$ cat src/rtl/ort_pkg.sv
package ort_pkg;
    typedef enum logic {
        ENT_FREE = 1'b0,
        ENT_BUSY = 1'b1
    } ent_state_e;
endpackage

$ cat src/rtl/ort_lowest.sv
module ort_lowest #(
    parameter int N = 8,
    localparam int IW = (N > 1) ? $clog2(N) : 1
) (
    input  logic [N-1:0]  req,
    output logic [IW-1:0] idx,
    output logic          any
);
    always_comb begin
        idx = '0;
        any = 1'b0;
        for (int i = N - 1; i >= 0; i--) begin
            if (req[i]) begin
                idx = IW'(i);
                any = 1'b1;
            end
        end
    end
endmodule

$ cat src/rtl/ort_entry.sv
module ort_entry
    import ort_pkg::*;
#(
    parameter int BLK_W  = 12,
    parameter int NODE_W = 2,
    parameter int CMD_W  = 2
) (
    input  logic              clk,
    input  logic              rst_n,
    input  logic              claim,
    input  logic              release_i,
    input  logic [BLK_W-1:0]  in_blk,
    input  logic [NODE_W-1:0] in_node,
    input  logic [CMD_W-1:0]  in_cmd,
    output logic              busy,
    output logic [BLK_W-1:0]  blk,
    output logic [NODE_W-1:0] node,
    output logic [CMD_W-1:0]  cmd
);
    ent_state_e state_q, state_d;

    always_comb begin
        state_d = state_q;
        unique case (state_q)
            ENT_FREE: if (claim) state_d = ENT_BUSY;
            ENT_BUSY: begin
                if (claim)          state_d = ENT_BUSY;
                else if (release_i) state_d = ENT_FREE;
            end
            default: state_d = ENT_FREE;
        endcase
    end

    always_ff @(posedge clk) begin
        if (!rst_n) state_q <= ENT_FREE;
        else        state_q <= state_d;
    end

    always_ff @(posedge clk) begin
        if (!rst_n) begin
            blk  <= '0;
            node <= '0;
            cmd  <= '0;
        end else if (claim) begin
            blk  <= in_blk;
            node <= in_node;
            cmd  <= in_cmd;
        end
    end

    assign busy = (state_q == ENT_BUSY);

    AST_ENT_CLAIM_BUSY: assert property (@(posedge clk) disable iff (!rst_n)
        claim |=> busy);
    AST_ENT_RELEASE_FREE: assert property (@(posedge clk) disable iff (!rst_n)
        (busy && release_i && !claim) |=> !busy);
    AST_ENT_HOLD_BLOCK: assert property (@(posedge clk) disable iff (!rst_n)
        !claim |=> $stable(blk));
endmodule

$ cat src/rtl/split_req_table.sv
module split_req_table #(
    parameter int NUM_TAGS = 8,
    parameter int ADDR_W   = 16,
    parameter int OFFS_W   = 4,
    parameter int NODE_W   = 2,
    parameter int CMD_W    = 2,
    localparam int TAG_W   = $clog2(NUM_TAGS),
    localparam int BLK_W   = ADDR_W - OFFS_W
) (
    input  logic              clk,
    input  logic              rst_n,
    input  logic              obs_valid,
    input  logic [TAG_W-1:0]  obs_tag,
    input  logic [ADDR_W-1:0] obs_addr,
    input  logic [NODE_W-1:0] obs_node,
    input  logic [CMD_W-1:0]  obs_cmd,
    input  logic              rsp_valid,
    input  logic [TAG_W-1:0]  rsp_tag,
    input  logic              ask_valid,
    input  logic [ADDR_W-1:0] ask_addr,
    output logic [TAG_W-1:0]  ask_tag,
    output logic              ask_conflict,
    output logic              ask_nack,
    output logic              ask_grant,
    output logic              done_valid,
    output logic [TAG_W-1:0]  done_tag,
    output logic [NODE_W-1:0] done_node,
    output logic [CMD_W-1:0]  done_cmd,
    output logic              err_orphan
);
    logic [NUM_TAGS-1:0] busy;
    logic [NUM_TAGS-1:0] match;
    logic [NUM_TAGS-1:0] avail;
    logic [BLK_W-1:0]    slot_blk  [NUM_TAGS];
    logic [NODE_W-1:0]   slot_node [NUM_TAGS];
    logic [CMD_W-1:0]    slot_cmd  [NUM_TAGS];

    logic [BLK_W-1:0] obs_blk, ask_blk;
    logic             unused_offs;
    assign obs_blk     = obs_addr[ADDR_W-1:OFFS_W];
    assign ask_blk     = ask_addr[ADDR_W-1:OFFS_W];
    assign unused_offs = ^{obs_addr[OFFS_W-1:0], ask_addr[OFFS_W-1:0]};

    for (genvar g = 0; g < NUM_TAGS; g++) begin : g_slot
        logic claim_g, release_g;
        assign claim_g   = obs_valid && (obs_tag == TAG_W'(g));
        assign release_g = rsp_valid && (rsp_tag == TAG_W'(g));

        ort_entry #(.BLK_W(BLK_W), .NODE_W(NODE_W), .CMD_W(CMD_W)) u_ent (
            .clk       (clk),
            .rst_n     (rst_n),
            .claim     (claim_g),
            .release_i (release_g),
            .in_blk    (obs_blk),
            .in_node   (obs_node),
            .in_cmd    (obs_cmd),
            .busy      (busy[g]),
            .blk       (slot_blk[g]),
            .node      (slot_node[g]),
            .cmd       (slot_cmd[g])
        );

        assign match[g] = busy[g] && (slot_blk[g] == ask_blk);
        assign avail[g] = !busy[g] && !claim_g;
    end

    logic any_avail;
    ort_lowest #(.N(NUM_TAGS)) u_low (
        .req (avail),
        .idx (ask_tag),
        .any (any_avail)
    );

    logic same_now;
    assign same_now = obs_valid && (obs_blk == ask_blk);

    always_comb begin
        ask_conflict = ask_valid && ((|match) || same_now);
        ask_nack     = ask_valid && !any_avail;
        ask_grant    = ask_valid && !ask_conflict && !ask_nack;
    end

    always_ff @(posedge clk) begin
        if (!rst_n) begin
            done_valid <= 1'b0;
            done_tag   <= '0;
            done_node  <= '0;
            done_cmd   <= '0;
            err_orphan <= 1'b0;
        end else begin
            done_valid <= rsp_valid && busy[rsp_tag];
            err_orphan <= rsp_valid && !busy[rsp_tag];
            if (rsp_valid) begin
                done_tag  <= rsp_tag;
                done_node <= slot_node[rsp_tag];
                done_cmd  <= slot_cmd[rsp_tag];
            end
        end
    end

    AST_OFFERED_TAG_FREE: assert property (@(posedge clk) disable iff (!rst_n)
        (ask_valid && !ask_nack) |-> !busy[ask_tag]);
    AST_NACK_ONLY_FULL: assert property (@(posedge clk) disable iff (!rst_n)
        ask_nack |-> ($countones(busy) >= NUM_TAGS - 1));
    AST_DONE_FOLLOWS_RSP: assert property (@(posedge clk) disable iff (!rst_n)
        done_valid |-> ($past(rsp_valid) && ($past(rsp_tag) == done_tag)));
    AST_ORPHAN_FOLLOWS_RSP: assert property (@(posedge clk) disable iff (!rst_n)
        err_orphan |-> ($past(rsp_valid) && !done_valid));
endmodule

$ cat config.mk
export PLATFORM = sky130hd
export DESIGN_NAME = split_req_table
export DESIGN_NICKNAME = d
export VERILOG_FILES = /design/src/rtl/ort_pkg.sv /design/src/rtl/ort_lowest.sv /design/src/rtl/ort_entry.sv /design/src/rtl/split_req_table.sv
export SDC_FILE = /design/constraint.sdc
export NUM_CORES = 1
export LEC_CHECK = 0
export ABC_AREA = 1
export BUFFER_PORTS_ARGS = -buffer_cell sky130_fd_sc_hd__buf_2
export CORE_MARGIN = 10
export CORE_UTILIZATION = 40
export CTS_CLUSTER_DIAMETER = 120
export DETAILED_ROUTE_END_ITERATION = 8
export PLACE_DENSITY_LB_ADDON = 0.15
export SLEW_MARGIN = 15
export SYNTH_ARGS = -nofsm -noshare
export SYNTH_HDL_FRONTEND = slang
export SYNTH_HIERARCHICAL = 1
export SYNTH_SLANG_ARGS = --single-unit
export TNS_END_PERCENT = 5
$ cat constraint.sdc
create_clock -name clk -period 2.4 [get_ports clk]
set_input_delay 0.48 -clock clk [delete_from_list [all_inputs] [get_ports clk]]
set_output_delay 0.48 -clock clk [all_outputs]
set_load 0.05 [all_outputs]
Yosys cells after proc, flatten, opt, wreduce, memory -nomap -nowiden
Index checks and enable logic that the tools add are counted.
Widths: inputs -> output; s select.
{ "op_classes": {"mux": 56, "bitwise_logic": 9, "reduce_logical": 63, "magnitude_cmp": 2, "eq_ne": 23} }
{ "ops": {"columns": ["cell", "n"], "rows": [
  ["$eq 12x12->1", 9],
  ["$logic_and 1x1->1", 39],
  ["$mux 1", 33],
  ["$eq 3x3->1 const B", 8],
  ["$mux 3", 8],
  ["$logic_not 1->1", 20],
  ["$pmux 1 s2", 8],
  ["$bmux 2 s3", 2],
  ["$eq 3x2->1 const B", 4],
  ["$mux 2", 4],
  ["$not 1->1", 8],
  ["$reduce_or 8->1", 1],
  ["$eq 3x1->1 const B", 2],
  ["$logic_not 3->1", 2],
  ["$ge 4x4->1 const B", 1],
  ["$lt 3x4->1 const B", 1],
  ["$not 3->4", 1],
  ["$bmux 1 s3", 1],
  ["$logic_or 1x1->1", 1]
]} }
{ "word_totals": {"output_inout_bits": 15, "ff_bits": 145, "in_bits": 47} }

Depth between registers and ports, before layout
{ "logic_depth": {"ltp_word": 16, "depth_mapped": 14, "mapped_depth_nobuf": 12} }

Modules after synthesis
The synthesis kept the hierarchy.
{ "modules_own_cells": {"columns": ["module", "seq_area_each_um2", "n_inst", "area_each_um2", "cells_each"], "rows": [
  ["ort_entry", 340.3, 8, 588.1, 73],
  ["split_req_table", 180.2, 1, 2628.8, 557],
  ["ort_lowest", 0.0, 1, 98.8, 22]
]} }

Worst setup path before layout
OpenSTA, ideal clock, no wires.
{ "synth_timing": {"path_type": "input to output", "startpoint": "input obs_tag[0]", "endpoint": "output ask_nack", "t_arrival_ns": 2.074, "path_stages": 8, "t_required_ns": 1.920, "setup_slack_ns": -0.154, "cell_sequence": "inv_1 -> nand2_1 -> nor2_1 -> nor2_1 -> or2_1 -> nor3_2 -> nand2_1 -> nor2_1"} }
{ "synth_between": {"elab_cells_between_ends": 42, "classes_between": "eq/ne (7); mux (8); reduce/logical (27)"} }
{ "synth_rtl": {"columns": ["item", "line_no", "rtl"], "rows": [
  ["from (decl)", "split_req_table.sv:13", "input logic [TAG_W-1:0] obs_tag,"],
  ["$eq 3x3->1", "split_req_table.sv:46", "assign claim_g = obs_valid && (obs_tag == TAG_W'(g));"],
  ["$logic_and 1x1->1", "split_req_table.sv:46", null],
  ["named net g_slot[6].claim_g", "split_req_table.sv:45", "logic claim_g, release_g;"],
  ["$logic_not 1->1", "split_req_table.sv:64", "assign avail[g] = !busy[g] && !claim_g;"],
  ["$logic_and 1x1->1", "split_req_table.sv:64", null],
  ["named net avail[6]", "split_req_table.sv:33", "logic [NUM_TAGS-1:0] avail;"],
  ["$mux 1 (7 in a row)", "ort_lowest.sv:13", "if (req[i]) begin"],
  ["named net any_avail", "split_req_table.sv:67", "logic any_avail;"],
  ["$logic_not 1->1", "split_req_table.sv:79", "ask_nack = ask_valid && !any_avail;"],
  ["$logic_and 1x1->1", "split_req_table.sv:79", null],
  ["to (decl)", "split_req_table.sv:23", "output logic ask_nack,"]
]} }
The timed path passes the listed nets, and every way through them passes these cells.

Worst setup path in the final report
{ "layout_timing": {"startpoint": "register g_slot[2].u_ent.blk[6]", "endpoint": "output ask_conflict"} }
{ "layout_between": {"elab_chain_len": 5} }
{ "layout_lines": {"columns": ["item", "line_no", "rtl"], "rows": [
  ["from (decl)", "ort_entry.sv:16", "output logic [BLK_W-1:0] blk,"],
  ["from (signal assigned)", "ort_entry.sv:45", "blk <= in_blk;"],
  ["$eq 12x12->1", "split_req_table.sv:63", "assign match[g] = busy[g] && (slot_blk[g] == ask_blk);"],
  ["$logic_and 1x1->1", "split_req_table.sv:63", null],
  ["$reduce_or 8->1", "split_req_table.sv:78", "ask_conflict = ask_valid && ((|match) || same_now);"],
  ["$logic_or 1x1->1", "split_req_table.sv:78", null],
  ["$logic_and 1x1->1", "split_req_table.sv:78", null],
  ["to (decl)", "split_req_table.sv:22", "output logic ask_conflict,"]
]} }
Every way passes these cells.

==> impl_metrics.toml <==
[critical_path]
crit_required_ps = 1920
crit_type = "reg2out"
cp.buffers_inverters = 3
reg2reg_to = "err_orphan"
cp_max_fo = 3
cpMostUsedCell = "nand2_1"
r2r_slack_ps = 1080
reg2regPathDepth = 5
slowest_delay_ps = 330
slowest_stage = "dfxtp_2"
worstPathCellList = "buf_4 -> nand2_2 -> o21ai_2 -> nor2_2 -> nand2_1 -> nor2_1 -> nand2_1 -> nand2_1 -> nor2_2 -> nand3_4 -> nand2_2 -> inv_2 -> buf_8"
cpLargestDelayFamily = "simple AND/OR/NAND/NOR gates"
cp-startpoint = "g_slot[2].u_ent/blk[6]"
critPathLaunchType = "flop"
worstReg2RegStart = "g_slot[0].u_ent/busy"
end_kind = "primary output"
cp_data_arrival_time_ps = 1870

[final_layout]
final_cells = 1489
drive_gt1_share_pct = 16.9
syn2layout_area_growth_pct = 19.8
nets = 1295

[floorplanning]
die_area_um2 = 24400
coreArea_um2 = 18100
die_height_um = 156
initial_core_util_pct = 41.0
row_count = 49
top_level_ports = 62
chipWidth_um = 156

[job]
cap_viol_max_count = 0

[synthesis]
avgSynthCellArea_um2 = 6.39
synth_area_leaders = "dfxtp_1, nor2_1, nand2_1, o21ai_0, inv_1"
synth_warnings = 6
synth_area_um2 = 7430
yosysTopAreaCell = "dfxtp_1"
synthesis.nets = 1210
ys_types = 33
ys_seq_area_share_pct = 39.1
ys_ff_latch = 145
synth_top_cell_area_share_pct = 39.1
syn_inst = 1163

[timing]
max_freq_mhz = 426
rsz0062_at_grt = "true"
slew_headroom_pct = 62.7
post-route-min-period_ps = 2350
hold_viol = 0
whs_ps = 323
setup_violations = 0
fin_crit_sh_pct = 97.9
maxSlewViolCount = 0
worst_pin_slew_ps = 560
finClkSkew_ps = 3.88

[grt]
grt_pass1_wl_mm = 40.1
grt_pass1_vias = 7059
antenna_found_initial = 2
grt_max_degree = 57
grt_util_all_layers_pct = 21.2
overflow = 0

[place]
portBuffers = 53
dpl.hpwl_mm = 17.9
place.gp.congestion = 0.923
numPlacedInstances = 1457

[detailed_routing]
ant_nets = 0
drtPass1Iterations = 7
routed-via-count = 7608
via_per_inst = 5.11
wl_per_cell_um = 17.4
drt_wl_total_mm = 26.0
drc = 0
drtIter0Drc = 689

[clock_network]
clock_latency_ps = 420
tritoncts = "built"
clockRootBuffer = "clkbuf_16"
cts.clk_slew.worst_paths_ps = 60
clockBufferDepth = 2
cts_max_level = 4
clock-sinks = 145
numCtsBuffers = 17
hold_buffers = 0

[pwr]
power_density_nw_per_um2 = 673
p_leak_nw = 4.21
ir_drop_v = 0.000511

[worst_hold_path]
hold_path_end = "done_tag[0]"
whs_path_depth = 2
hold_start = "rsp_valid"
hold_path.class = "in2reg"

[run_status]
status = "completed"
[per-stage QoR]
step	cell area (µm²)	utilization, %	worst slack, ps	TNS [ps]	power (mW)
floorplan	7430	-	-73.5	-132	2.99
global placement	8170	45.0	-49.8	-49.8	3.30
global route	8900	49.1	-43.5	-66.7	6.21
CTS	8770	48.3	2.49	0	5.99
detailed placement	8170	45.0	-37.7	-46.1	3.30
finish	8900	49.1	51.4	0	5.99
[registers in the layout, indices dropped and copies added, names as in the netlist]
signal             flops
g_slot.u_ent/node     16
g_slot.u_ent/cmd      16
err_orphan             1
done_cmd               2
g_slot.u_ent/busy      8
done_tag               3
done_valid             1
done_node              2
g_slot.u_ent/blk      96
[layout by cell type (no fill, tap or decap), drive strengths merged, types with 9 or more instances in the layout]
cell    count
clkbuf     18
a22oi      19
inv       123
o21ai     164
clkinv      9
xnor2      13
a21oi      17
buf       105
nand3      17
dfxtp     145
nor2      351
nand2     247
[repair_timing]
action,4_1_cts,5_1_grt
gates cloned,0,0
setup buffers,0,1
endpoints found under the setup margin,3,3
hold endpoints to repair,0,0
gates resized for setup,9,54
pin swaps,0,22
[synthesized netlist by cell type, drive strengths merged]
library cell / n
nor3: 2
inv: 123
a21oi: 17
buf: 40
nand4: 1
o221ai: 1
a22oi: 19
xnor2: 13
nor2: 351
nand2: 247
nor2b: 1
a31oi: 1
nand3: 17
o21a: 1
clkinv: 1
xor2: 6
a21boi: 2
o211ai: 4
dfxtp: 145
or2: 7
o21ai: 164
[power by group]
| group | switching [mW] | internal [mW] | total [mW] |
|---|---|---|---|
| logic | 0.475 | 0.250 | 0.725 |
| registers | 0.0602 | 2.50 | 2.56 |
| clock network | 1.08 | 1.63 | 2.71 |
[worst max path at each step]
stage	end	slack [ps]	depth (start not counted)
global route	ask_conflict	-40	14
global placement	ask_conflict	-50	13
finish	ask_conflict	50	13
detailed placement	ask_conflict	-40	13
CTS	ask_conflict	2	10
floorplan	ask_tag[0]	-70	11
[area by class of cell]
cell class	count	area, µm²
clock inverter	13	165
sequential	145	2930
clock buffer	17	425
timing repair buffer	106	802
multi-input combinational	854	3810
inverter	124	482
tap	229	287
fill	1909	9250
antenna	1	2.50
[metal layers]
layer / part of all wire [%] / global-route usage [%] / vias to the layer above
met5: 0.050 / 0 / -
met2: 44 / 32.8 / 276
li1: - / - / 3787
met3: 6.5 / 3.70 / 39
met1: 47 / 28.9 / 3504
met4: 2.6 / 7.64 / 2
[cell families (layout without fill, tap and decap cells)]
family	after synthesis	after routing	share of synthesized area, %
simple gates	626	626	32.6
xor+xnor	19	19	2.24
other cells	0	1	0
buf+inv	164	260	10.7
flops	145	145	39.1
compound gates	209	209	15.4
(Power assumes the default switching activity.)
